**src/rtl/fpu_sb_pkg.sv**
```systemverilog
package fpu_sb_pkg;

  typedef enum logic [3:0] {
    OPC_ADD   = 4'd0,
    OPC_MUL   = 4'd1,
    OPC_DIV   = 4'd2,
    OPC_SQRT  = 4'd3,
    OPC_CVT   = 4'd4,
    OPC_FMA   = 4'd5,
    OPC_MOV   = 4'd6,
    OPC_CMP   = 4'd7,
    OPC_LOAD  = 4'd8,
    OPC_STORE = 4'd9
  } op_class_e;

  // result latencies in FPU cycles, register read and write included
  localparam int LAT_ADD  = 6;
  localparam int LAT_MUL  = 5;
  localparam int LAT_DIV  = 17;
  localparam int LAT_SQRT = 17;
  localparam int LAT_CVT  = 6;
  localparam int LAT_FMA  = 10;
  localparam int LAT_MOV  = 2;
  localparam int LAT_CMP  = 3;
  localparam int LAT_MAX  = 17;
  localparam int LAT_W    = $clog2(LAT_MAX + 1);

  localparam int ISSUE_SPACING    = 2;
  // the addend is consumed this many cycles after the multiplicands
  localparam int FMA_ADDEND_SLACK = LAT_FMA - LAT_ADD;

  typedef struct packed {
    logic             legal;
    logic             use_a;
    logic             use_b;
    logic             use_late_c;
    logic             writes_fpr;
    logic [LAT_W-1:0] lat;
    logic             on_div;
    logic             on_sqrt;
    logic             is_load;
    logic             is_store;
  } op_info_t;

endpackage

```
**src/rtl/fpu_sb_decode.sv**
```systemverilog
module fpu_sb_decode
  import fpu_sb_pkg::*;
(
  input  logic [3:0] cls_i,
  output op_info_t   info_o
);

  always_comb begin
    info_o = '0;
    case (cls_i)
      OPC_ADD: begin
        info_o.legal = 1'b1; info_o.use_a = 1'b1; info_o.use_b = 1'b1;
        info_o.writes_fpr = 1'b1; info_o.lat = LAT_W'(LAT_ADD);
      end
      OPC_MUL: begin
        info_o.legal = 1'b1; info_o.use_a = 1'b1; info_o.use_b = 1'b1;
        info_o.writes_fpr = 1'b1; info_o.lat = LAT_W'(LAT_MUL);
      end
      OPC_DIV: begin
        info_o.legal = 1'b1; info_o.use_a = 1'b1; info_o.use_b = 1'b1;
        info_o.writes_fpr = 1'b1; info_o.lat = LAT_W'(LAT_DIV);
        info_o.on_div = 1'b1;
      end
      OPC_SQRT: begin
        info_o.legal = 1'b1; info_o.use_a = 1'b1;
        info_o.writes_fpr = 1'b1; info_o.lat = LAT_W'(LAT_SQRT);
        info_o.on_sqrt = 1'b1;
      end
      OPC_CVT: begin
        info_o.legal = 1'b1; info_o.use_a = 1'b1;
        info_o.writes_fpr = 1'b1; info_o.lat = LAT_W'(LAT_CVT);
      end
      OPC_FMA: begin
        info_o.legal = 1'b1; info_o.use_a = 1'b1; info_o.use_b = 1'b1;
        info_o.use_late_c = 1'b1;
        info_o.writes_fpr = 1'b1; info_o.lat = LAT_W'(LAT_FMA);
      end
      OPC_MOV: begin
        info_o.legal = 1'b1; info_o.use_a = 1'b1;
        info_o.writes_fpr = 1'b1; info_o.lat = LAT_W'(LAT_MOV);
      end
      OPC_CMP: begin
        // result goes to a condition field, not to a register
        info_o.legal = 1'b1; info_o.use_a = 1'b1; info_o.use_b = 1'b1;
        info_o.lat = LAT_W'(LAT_CMP);
      end
      OPC_LOAD: begin
        info_o.legal = 1'b1; info_o.writes_fpr = 1'b1; info_o.is_load = 1'b1;
      end
      OPC_STORE: begin
        info_o.legal = 1'b1; info_o.use_a = 1'b1; info_o.is_store = 1'b1;
      end
      default: info_o = '0;
    endcase
  end

endmodule

```
**src/rtl/fpu_sb_cntbank.sv**
```systemverilog
module fpu_sb_cntbank #(
  parameter  int NUM_REGS = 32,
  parameter  int CNT_W    = 5,
  localparam int IDX_W    = $clog2(NUM_REGS)
) (
  input  logic                               clk,
  input  logic                               rst,
  input  logic                               set_en,
  input  logic [IDX_W-1:0]                   set_idx,
  input  logic [CNT_W-1:0]                   set_val,
  output logic [NUM_REGS-1:0][CNT_W-1:0]     cnt_o,
  output logic [NUM_REGS-1:0]                idle_o
);

  // one countdown per register: cycles left until its result is readable
  for (genvar g = 0; g < NUM_REGS; g++) begin : g_reg
    logic [CNT_W-1:0] left_q;
    logic             hit;

    assign hit = set_en && (set_idx == IDX_W'(g));

    always_ff @(posedge clk) begin
      if (rst)                left_q <= '0;
      else if (hit)           left_q <= set_val;
      else if (left_q != '0)  left_q <= left_q - CNT_W'(1);
    end

    assign cnt_o[g]  = left_q;
    assign idle_o[g] = (left_q == '0);
  end

  // a new result never lands before an older one to the same register
  AST_WAW_ORDER: assert property (@(posedge clk) disable iff (rst)
    set_en |-> (cnt_o[set_idx] <= set_val)) else $error("write order broken");

endmodule

```
**src/rtl/fpu_sb_units.sv**
```systemverilog
module fpu_sb_units #(
  parameter  int ISSUE_GAP = 2,
  parameter  int DIV_LAT   = 17,
  parameter  int SQRT_LAT  = 17,
  parameter  int IDX_W     = 5,
  localparam int GAP_W     = $clog2(ISSUE_GAP + 1),
  localparam int UMAX      = (DIV_LAT > SQRT_LAT) ? DIV_LAT : SQRT_LAT,
  localparam int DSQ_W     = $clog2(UMAX + 1)
) (
  input  logic             clk,
  input  logic             rst,
  input  logic             issue_i,
  input  logic             div_start_i,
  input  logic             sqrt_start_i,
  input  logic             ld_start_i,
  input  logic [IDX_W-1:0] ld_idx_i,
  input  logic             ld_return_i,
  input  logic             st_start_i,
  input  logic             st_done_i,
  output logic             gap_ok_o,
  output logic             div_free_o,
  output logic             sqrt_free_o,
  output logic             st_free_o,
  output logic             ld_busy_o,
  output logic [IDX_W-1:0] ld_idx_o
);

  // issue spacing counter
  logic [GAP_W-1:0] gap_q;
  always_ff @(posedge clk) begin
    if (rst)              gap_q <= '0;
    else if (issue_i)     gap_q <= GAP_W'(ISSUE_GAP - 1);
    else if (gap_q != '0) gap_q <= gap_q - GAP_W'(1);
  end
  assign gap_ok_o = (gap_q == '0);

  // non-pipelined units: index 0 divider, index 1 square root
  logic [1:0] start_v;
  logic [1:0] free_v;
  assign start_v = {sqrt_start_i, div_start_i};

  for (genvar u = 0; u < 2; u++) begin : g_unit
    localparam int ULAT = (u == 0) ? DIV_LAT : SQRT_LAT;
    logic [DSQ_W-1:0] left_q;

    always_ff @(posedge clk) begin
      if (rst)                left_q <= '0;
      else if (start_v[u])    left_q <= DSQ_W'(ULAT - 1);
      else if (left_q != '0)  left_q <= left_q - DSQ_W'(1);
    end
    assign free_v[u] = (left_q == '0);

    AST_UNIT_SINGLE: assert property (@(posedge clk) disable iff (rst)
      start_v[u] |-> (left_q == '0)) else $error("unit started twice");
  end

  assign div_free_o  = free_v[0];
  assign sqrt_free_o = free_v[1];

  // single outstanding load
  logic             ld_busy_q;
  logic [IDX_W-1:0] ld_idx_q;
  always_ff @(posedge clk) begin
    if (rst) begin
      ld_busy_q <= 1'b0;
      ld_idx_q  <= '0;
    end else if (ld_start_i) begin
      ld_busy_q <= 1'b1;
      ld_idx_q  <= ld_idx_i;
    end else if (ld_return_i) begin
      ld_busy_q <= 1'b0;
    end
  end
  assign ld_busy_o = ld_busy_q;
  assign ld_idx_o  = ld_idx_q;

  // single outstanding store
  logic st_busy_q;
  always_ff @(posedge clk) begin
    if (rst)             st_busy_q <= 1'b0;
    else if (st_start_i) st_busy_q <= 1'b1;
    else if (st_done_i)  st_busy_q <= 1'b0;
  end
  assign st_free_o = !st_busy_q;

  AST_LD_SINGLE: assert property (@(posedge clk) disable iff (rst)
    ld_start_i |-> !ld_busy_q) else $error("second load started");
  AST_ST_SINGLE: assert property (@(posedge clk) disable iff (rst)
    st_start_i |-> !st_busy_q) else $error("second store started");

endmodule

```
**src/rtl/fpu_issue_sb.sv**
```systemverilog
module fpu_issue_sb
  import fpu_sb_pkg::*;
#(
  parameter  int NUM_REGS  = 32,
  parameter  int ISSUE_GAP = ISSUE_SPACING,
  localparam int IDX_W     = $clog2(NUM_REGS),
  localparam int CNT_W     = $clog2(LAT_MAX)
) (
  input  logic                clk,
  input  logic                rst,
  input  logic                ins_valid,
  output logic                ins_ready,
  input  logic [3:0]          ins_class,
  input  logic [IDX_W-1:0]    ins_dst,
  input  logic [IDX_W-1:0]    ins_src_a,
  input  logic [IDX_W-1:0]    ins_src_b,
  input  logic [IDX_W-1:0]    ins_src_c,
  input  logic                ld_return,
  input  logic                st_done,
  output logic [NUM_REGS-1:0] reg_ready
);

  op_info_t info;
  fpu_sb_decode u_dec (.cls_i(ins_class), .info_o(info));

  logic                           accept;
  logic                           set_en;
  logic [CNT_W-1:0]               set_val;
  logic [NUM_REGS-1:0][CNT_W-1:0] cnt;
  logic [NUM_REGS-1:0]            idle;

  fpu_sb_cntbank #(.NUM_REGS(NUM_REGS), .CNT_W(CNT_W)) u_bank (
    .clk(clk), .rst(rst), .set_en(set_en), .set_idx(ins_dst),
    .set_val(set_val), .cnt_o(cnt), .idle_o(idle)
  );

  logic             gap_ok, div_free, sqrt_free, st_free, ld_busy;
  logic [IDX_W-1:0] ld_idx;

  fpu_sb_units #(.ISSUE_GAP(ISSUE_GAP), .DIV_LAT(LAT_DIV), .SQRT_LAT(LAT_SQRT),
                 .IDX_W(IDX_W)) u_units (
    .clk(clk), .rst(rst), .issue_i(accept),
    .div_start_i(accept && info.on_div),
    .sqrt_start_i(accept && info.on_sqrt),
    .ld_start_i(accept && info.is_load), .ld_idx_i(ins_dst),
    .ld_return_i(ld_return),
    .st_start_i(accept && info.is_store), .st_done_i(st_done),
    .gap_ok_o(gap_ok), .div_free_o(div_free), .sqrt_free_o(sqrt_free),
    .st_free_o(st_free), .ld_busy_o(ld_busy), .ld_idx_o(ld_idx)
  );

  // register targeted by the outstanding load
  logic [NUM_REGS-1:0] ld_mask;
  always_comb begin
    ld_mask = '0;
    if (ld_busy) ld_mask[ld_idx] = 1'b1;
  end

  assign reg_ready = idle & ~ld_mask;

  // operand, destination and unit checks
  logic             a_ok, b_ok, c_ok, waw_ok, unit_ok;
  logic [CNT_W-1:0] dst_left;

  assign dst_left = cnt[ins_dst];
  assign a_ok = !info.use_a || reg_ready[ins_src_a];
  assign b_ok = !info.use_b || reg_ready[ins_src_b];
  assign c_ok = !info.use_late_c ||
                ((cnt[ins_src_c] <= CNT_W'(FMA_ADDEND_SLACK)) && !ld_mask[ins_src_c]);

  always_comb begin
    if (!info.writes_fpr)  waw_ok = 1'b1;
    else if (info.is_load) waw_ok = (dst_left == '0) && !ld_mask[ins_dst];
    else                   waw_ok = (32'(dst_left) < 32'(info.lat)) && !ld_mask[ins_dst];
  end

  assign unit_ok = !(info.on_div   && !div_free)  &&
                   !(info.on_sqrt  && !sqrt_free) &&
                   !(info.is_load  && ld_busy)    &&
                   !(info.is_store && !st_free);

  assign ins_ready = info.legal && gap_ok && a_ok && b_ok && c_ok && waw_ok && unit_ok;
  assign accept    = ins_valid && ins_ready;

  assign set_en  = accept && info.writes_fpr && !info.is_load;
  assign set_val = CNT_W'(info.lat - LAT_W'(1));

  if (ISSUE_GAP > 1) begin : g_gap_chk
    AST_ISSUE_GAP: assert property (@(posedge clk) disable iff (rst)
      accept |=> !accept) else $error("adjacent issues");
  end

  AST_IDLE_HOLD: assert property (@(posedge clk) disable iff (rst)
    !ins_valid && !ld_return && (reg_ready == '1) |=> (reg_ready == '1)) else $error("state moved while idle");

endmodule

```
**config.mk**
```make
export PLATFORM = sky130hd
export DESIGN_NAME = fpu_issue_sb
export DESIGN_NICKNAME = d
export VERILOG_FILES = /design/src/rtl/fpu_sb_pkg.sv /design/src/rtl/fpu_sb_decode.sv /design/src/rtl/fpu_sb_cntbank.sv /design/src/rtl/fpu_sb_units.sv /design/src/rtl/fpu_issue_sb.sv
export SDC_FILE = /design/constraint.sdc
export NUM_CORES = 1
export LEC_CHECK = 0
export ABC_AREA = 1
export BUFFER_PORTS_ARGS = -buffer_cell sky130_fd_sc_hd__buf_2
export CORE_ASPECT_RATIO = 1.75
export CORE_MARGIN = 3
export CORE_UTILIZATION = 55
export DETAILED_ROUTE_END_ITERATION = 8
export PLACE_DENSITY = 0.72
export SETUP_SLACK_MARGIN = 0.4
export SLEW_MARGIN = 20
export SYNTH_ARGS = -nofsm -noshare
export SYNTH_HDL_FRONTEND = slang
export SYNTH_SLANG_ARGS = --single-unit
```
**constraint.sdc**
```tcl
create_clock -name clk -period 4.6 [get_ports clk]
set_input_delay 0.46 -clock clk [delete_from_list [all_inputs] [get_ports clk]]
set_output_delay 0.46 -clock clk [all_outputs]
set_load 0.02 [all_outputs]
```
==> results by stage <==
Power:
- For this design the ratio of total power to cell area is 726 mW/mm^2.
- For this design the static power due to leakage is between 8 and 9 nW.
- The maximum resistive drop on vdd is about 0.00043 V.

Detailed routing:
- The first TritonRoute pass finished after 6 iterations.
- In this run the remaining antenna-violating nets after routing total 0.
- The routed layout has about 18000 vias.
- After detailed routing, the average wire length per cell comes to between 15 and 20 um.
- The detailed router's first-iteration violation count is 1473.
- The number of design rule violations left after detail routing is 0.
- The total routed wirelength is 58300 um.
- The via density per instance is ~5.7.

Die:
- The starting density of the core is about 56%.
- In this run the core area contains 80 standard-cell rows.
- just over 60 I/O pins were placed.
- The die is around 130 um wide.
- The die covers about 0.030 mm^2.
- The y dimension of the die is around 230 um.
- The standard cell core area is about 0.027 mm^2.

CTS:
- The number of buffers between clock root and the deepest sink is 2.
- The TritonCTS buffer count is 17.
- The clock drives 179 sinks.
- Clock tree synthesis selected as its root buffer the cell clkbuf_16.
- TritonCTS built the clock tree.
- After clock tree synthesis, the clock-pin slew on the worst setup and hold paths is approximately 0.070 ns.
- At the later pin of the worst-skew pair, clock insertion delay measures approximately 0.48 ns.
- In this run the number of H-tree levels came out at 4.

Synth:
- The synthesized netlist devotes roughly 43% of its cell area to simple gates.
- The adder and majority cell fraction of the synthesized area is between 5 and 6%.
- The most instantiated library cell after synthesis is nand2_1.
- The number of flops mapped to enable cells by yosys is 0.
- The number of cells produced by synthesis is 2698.
- The dominant cell type by area after synthesis is dfxtp_1.
- Yosys printed 0 warnings.
- After synthesis, the most frequently instantiated cells are 829 x nand2_1, 456 x nor2_1, 332 x inv_1.
- The share of flip-flops with an asynchronous set or reset is 0%.
- Summing the areas of all compound-gate instances in the mapped netlist gives between 10 and 15% of the synthesized area.
- Among all flip-flop cells after synthesis, the most frequent one is dfxtp_1.
- The share of the Yosys chip area taken by registers is 23.5%.
- In the post-synthesis netlist, the biggest area contributors are dfxtp_1 24%, nand2_1 20%, nor2_1 11%, inv_1 8.2%, ha_1 5.9%.
- After synthesis, the netlist uses 36 different library cells.
- Of the post-synthesis cell area, the part taken by muxes is 0%.
- Counting every net in the synthesized netlist gives around 2800.
- Of the post-synthesis cell area, the dominant cell type holds between 20% and 30%.
- Counting flops and latches in the post-synthesis netlist gives ~180.
- The combinational family with the most area after synthesis is simple AND/OR/NAND/NOR gates.
- The per-instance average area after synthesis is about 5.7 um^2.
- The post-synthesis xor/xnor area fraction is 5.00%.
- The mapped netlist covers between 0.015 and 0.02 mm^2.

Timing:
- Dividing the final minimum period by the clock period gives between 80% and 90%.
- The slew of the pin with the lowest slew margin is between 0.9 and 1 ns.
- The final number of max-transition violations is 0.
- Setup repair after global routing left no endpoint under its margin.
- The worst slew margin relative to its limit is 39.7%.
- Hold timing on the final database bottoms out at a slack of around 0.24 ns.
- Adding up every negative setup slack in the final design gives 0 ns.
- The final hold violation count came to 0.
- The routed design could run at a clock period as short as between 3 and 4 ns.
- The final number of setup-violating endpoints is 0.
- The worst-case clock skew is around 0.014 ns.
- Timing would allow up to around 250 MHz.
- Once routing completed, OpenROAD measured the worst setup slack at about 0.62 ns.

GRT:
- The total overflow reported by the global router is 0.
- The via count of the first global-routing pass came to about 17000.
- Entering global routing, the biggest net connects 86 pins.
- The wire length of the first global-routing pass is 89300 um.
- The global-route layer with the greatest usage is met2.
- The met1 routing resource usage after global routing is ~40%.
- The number of antenna violations at the first check in global routing is 3.
- Global routing consumed, on the met3 layer, 7.75% of the routing resources.
- The all-layer global routing usage is 38.0%.
- The met2 usage is 65.2%.

Finish:
- The net count of the finished layout is between 2000 and 3000.
- For this run, the number of standard cells in the final layout without fillers is 3117.
- The number of filler instances in the final layout is between 2000 and 3000.
- Cells with a size suffix above 1 make up approximately 7% of the layout.
- Relative to the synthesized area, the layout overhead comes to 9.44%.
- The total area of sequential cells is roughly 0.0036 mm^2.
- The area of combinational cells with multiple inputs is ~0.010 mm^2.

Setup path:
- The worst reg2reg path startpoint is u_bank.g_reg[29].left_q[0]$_SDFFE_PP0P_.
- STA puts the critical path data required time at a little over 4 ns.
- The depth of the worst register-to-register path is 20.
- The type of destination of the critical path is an output port.
- The largest fanout on the critical path is 20.
- The signal arrival time at the worst endpoint is 3.52 ns.
- The critical path in this run is classified as input port to output port.
- The endpoint identified for the worst register-to-register timing path is u_bank.g_reg[29].left_q[4]$_SDFFE_PP0P_.
- The startpoint type of the worst setup path is an input port.
- The internal reg-to-reg setup slack is roughly 0.85 ns.

Hold path:
- For hold timing, the worst endpoint is u_units.ld_busy_o$_SDFFE_PP0P_.
- The number of stages on the worst hold path is 4.
- The worst hold path begins at ld_return.
- The path category of the worst min-delay check is input port to register.

Placement:
- During placement, the flow inserted port buffers numbering between 60 and 70.
- The routability congestion estimate from global placement is about 1.0.
- The HPWL after detailed placement is 43100 um.
- At the placement stage, the worst setup path has a slack of 0.255 ns.
- The total instance count after detailed placement is slightly above 3000.

Outcome:
- The flow ran to the end, and the final reports show no timing, DRC or antenna violations.

Flow run:
- The max-capacitance violation count is 0.
-- where the power goes --
group | internal [W] | switching [W] | leakage [nW] | total (W)
clock network | 0.000933 | 0.000717 | 0.305 | 0.00165
logic | 0.00269 | 0.00494 | 7.05 | 0.00764
registers | 0.00220 | 0.000625 | 1.48 | 0.00283
total | 0.00583 | 0.00629 | 8.84 | 0.0121
-- cell usage in the layout (no fill, tap or decap), types with 36 or more instances in the layout --
cell type,synthesis,final
a21oi_1,116,116
buf_2,21,60
buf_4,6,40
dfxtp_1,179,179
ha_1,72,72
inv_1,332,332
nand2_1,829,828
nand3_1,180,180
nand4_1,49,49
nor2_1,456,456
nor3_1,36,36
o21ai_0,128,127
o21ai_1,53,54
xor2_1,66,65
-- state kept, by name (all words and copies together) (netlist names) --
signal                 cells
u_bank.g.left_q          160
u_units.g_unit.left_q     10
u_units.ld_idx_o           5
u_units.gap_q              2
u_units.ld_busy_o          1
u_units.st_busy_q          1
-- timing repair --
item,in CTS,in global routing
resized for setup,0,12
setup endpoints to repair,0,66
hold buffers,0,0
buffers inserted,0,3
-- area by class of cell --
type | count | share of cell area, %
Multi-Input combinational cell | 2083 | 59.8
Sequential cell | 179 | 21.5
Inverter | 345 | 7.83
Timing Repair Buffer | 108 | 4.30
Tap cell | 369 | 2.77
Clock buffer | 19 | 2.65
Clock inverter | 13 | 1.18
Antenna cell | 1 | 0.0150
-- worst max-delay path by stage --
| stage | start | endpoint | slack, ns |
|---|---|---|---|
| finish | ins_dst[1] | ins_ready | 0.62 |
| global route | ins_dst[1] | ins_ready | 0.41 |
| global placement | ins_dst[0] | u_bank.g_reg[17].left_q[0]$_SDFFE_PP0P_ | 0.31 |
| CTS | ins_dst[0] | ins_ready | 0.43 |
| detailed placement | ins_dst[0] | u_bank.g_reg[21].left_q[0]$_SDFFE_PP0P_ | 0.26 |
| floorplan | ins_dst[1] | u_bank.g_reg[10].left_q[0]$_SDFFE_PP0P_ | 1.10 |
-- stage by stage --
stage               power, W  util [%]  instance area (um^2)
floorplan            0.00820         -                 15200
global placement      0.0101      58.5                 16000
detailed placement    0.0103      58.5                 16000
CTS                   0.0120      60.8                 16600
global route          0.0132      61.1                 16700
finish                0.0121      61.1                 16700
-- cell families after synthesis --
kind of cell | Yosys count
AND/OR/NAND/NOR | 1589
buffers and inverters | 436
XOR/XNOR | 87
flip-flops | 179
adder cells (fa/ha/maj) | 72
AO/OA/AOI/OAI | 335
-- worst max-delay path, cell delays in order --
cell       delay, ns
buf_2           0.17
nand2_4         0.28
inv_4           0.18
nand2_1         0.10
nand4_1         0.13
nand2_1         0.08
nand2_1         0.07
nor2_1          0.21
nor2_1          0.11
ha_1            0.32
a21oi_1         0.16
nor3_1          0.06
a2111oi_1       0.27
nand2_1         0.09
nand2_1         0.07
nand2_1         0.05
nand2_1         0.08
nand2_2         0.10
nor2_8          0.11
buf_8           0.19
buf_2           0.19
-- per-layer routing --
layer | share of wire (%) | wire (um)
met1 | 36 | 20700
met2 | 47 | 27400
met3 | 7.8 | 4570
met4 | 9.5 | 5510
met5 | 0.039 | 23
Note: power is estimated with default switching activity, not from simulation.
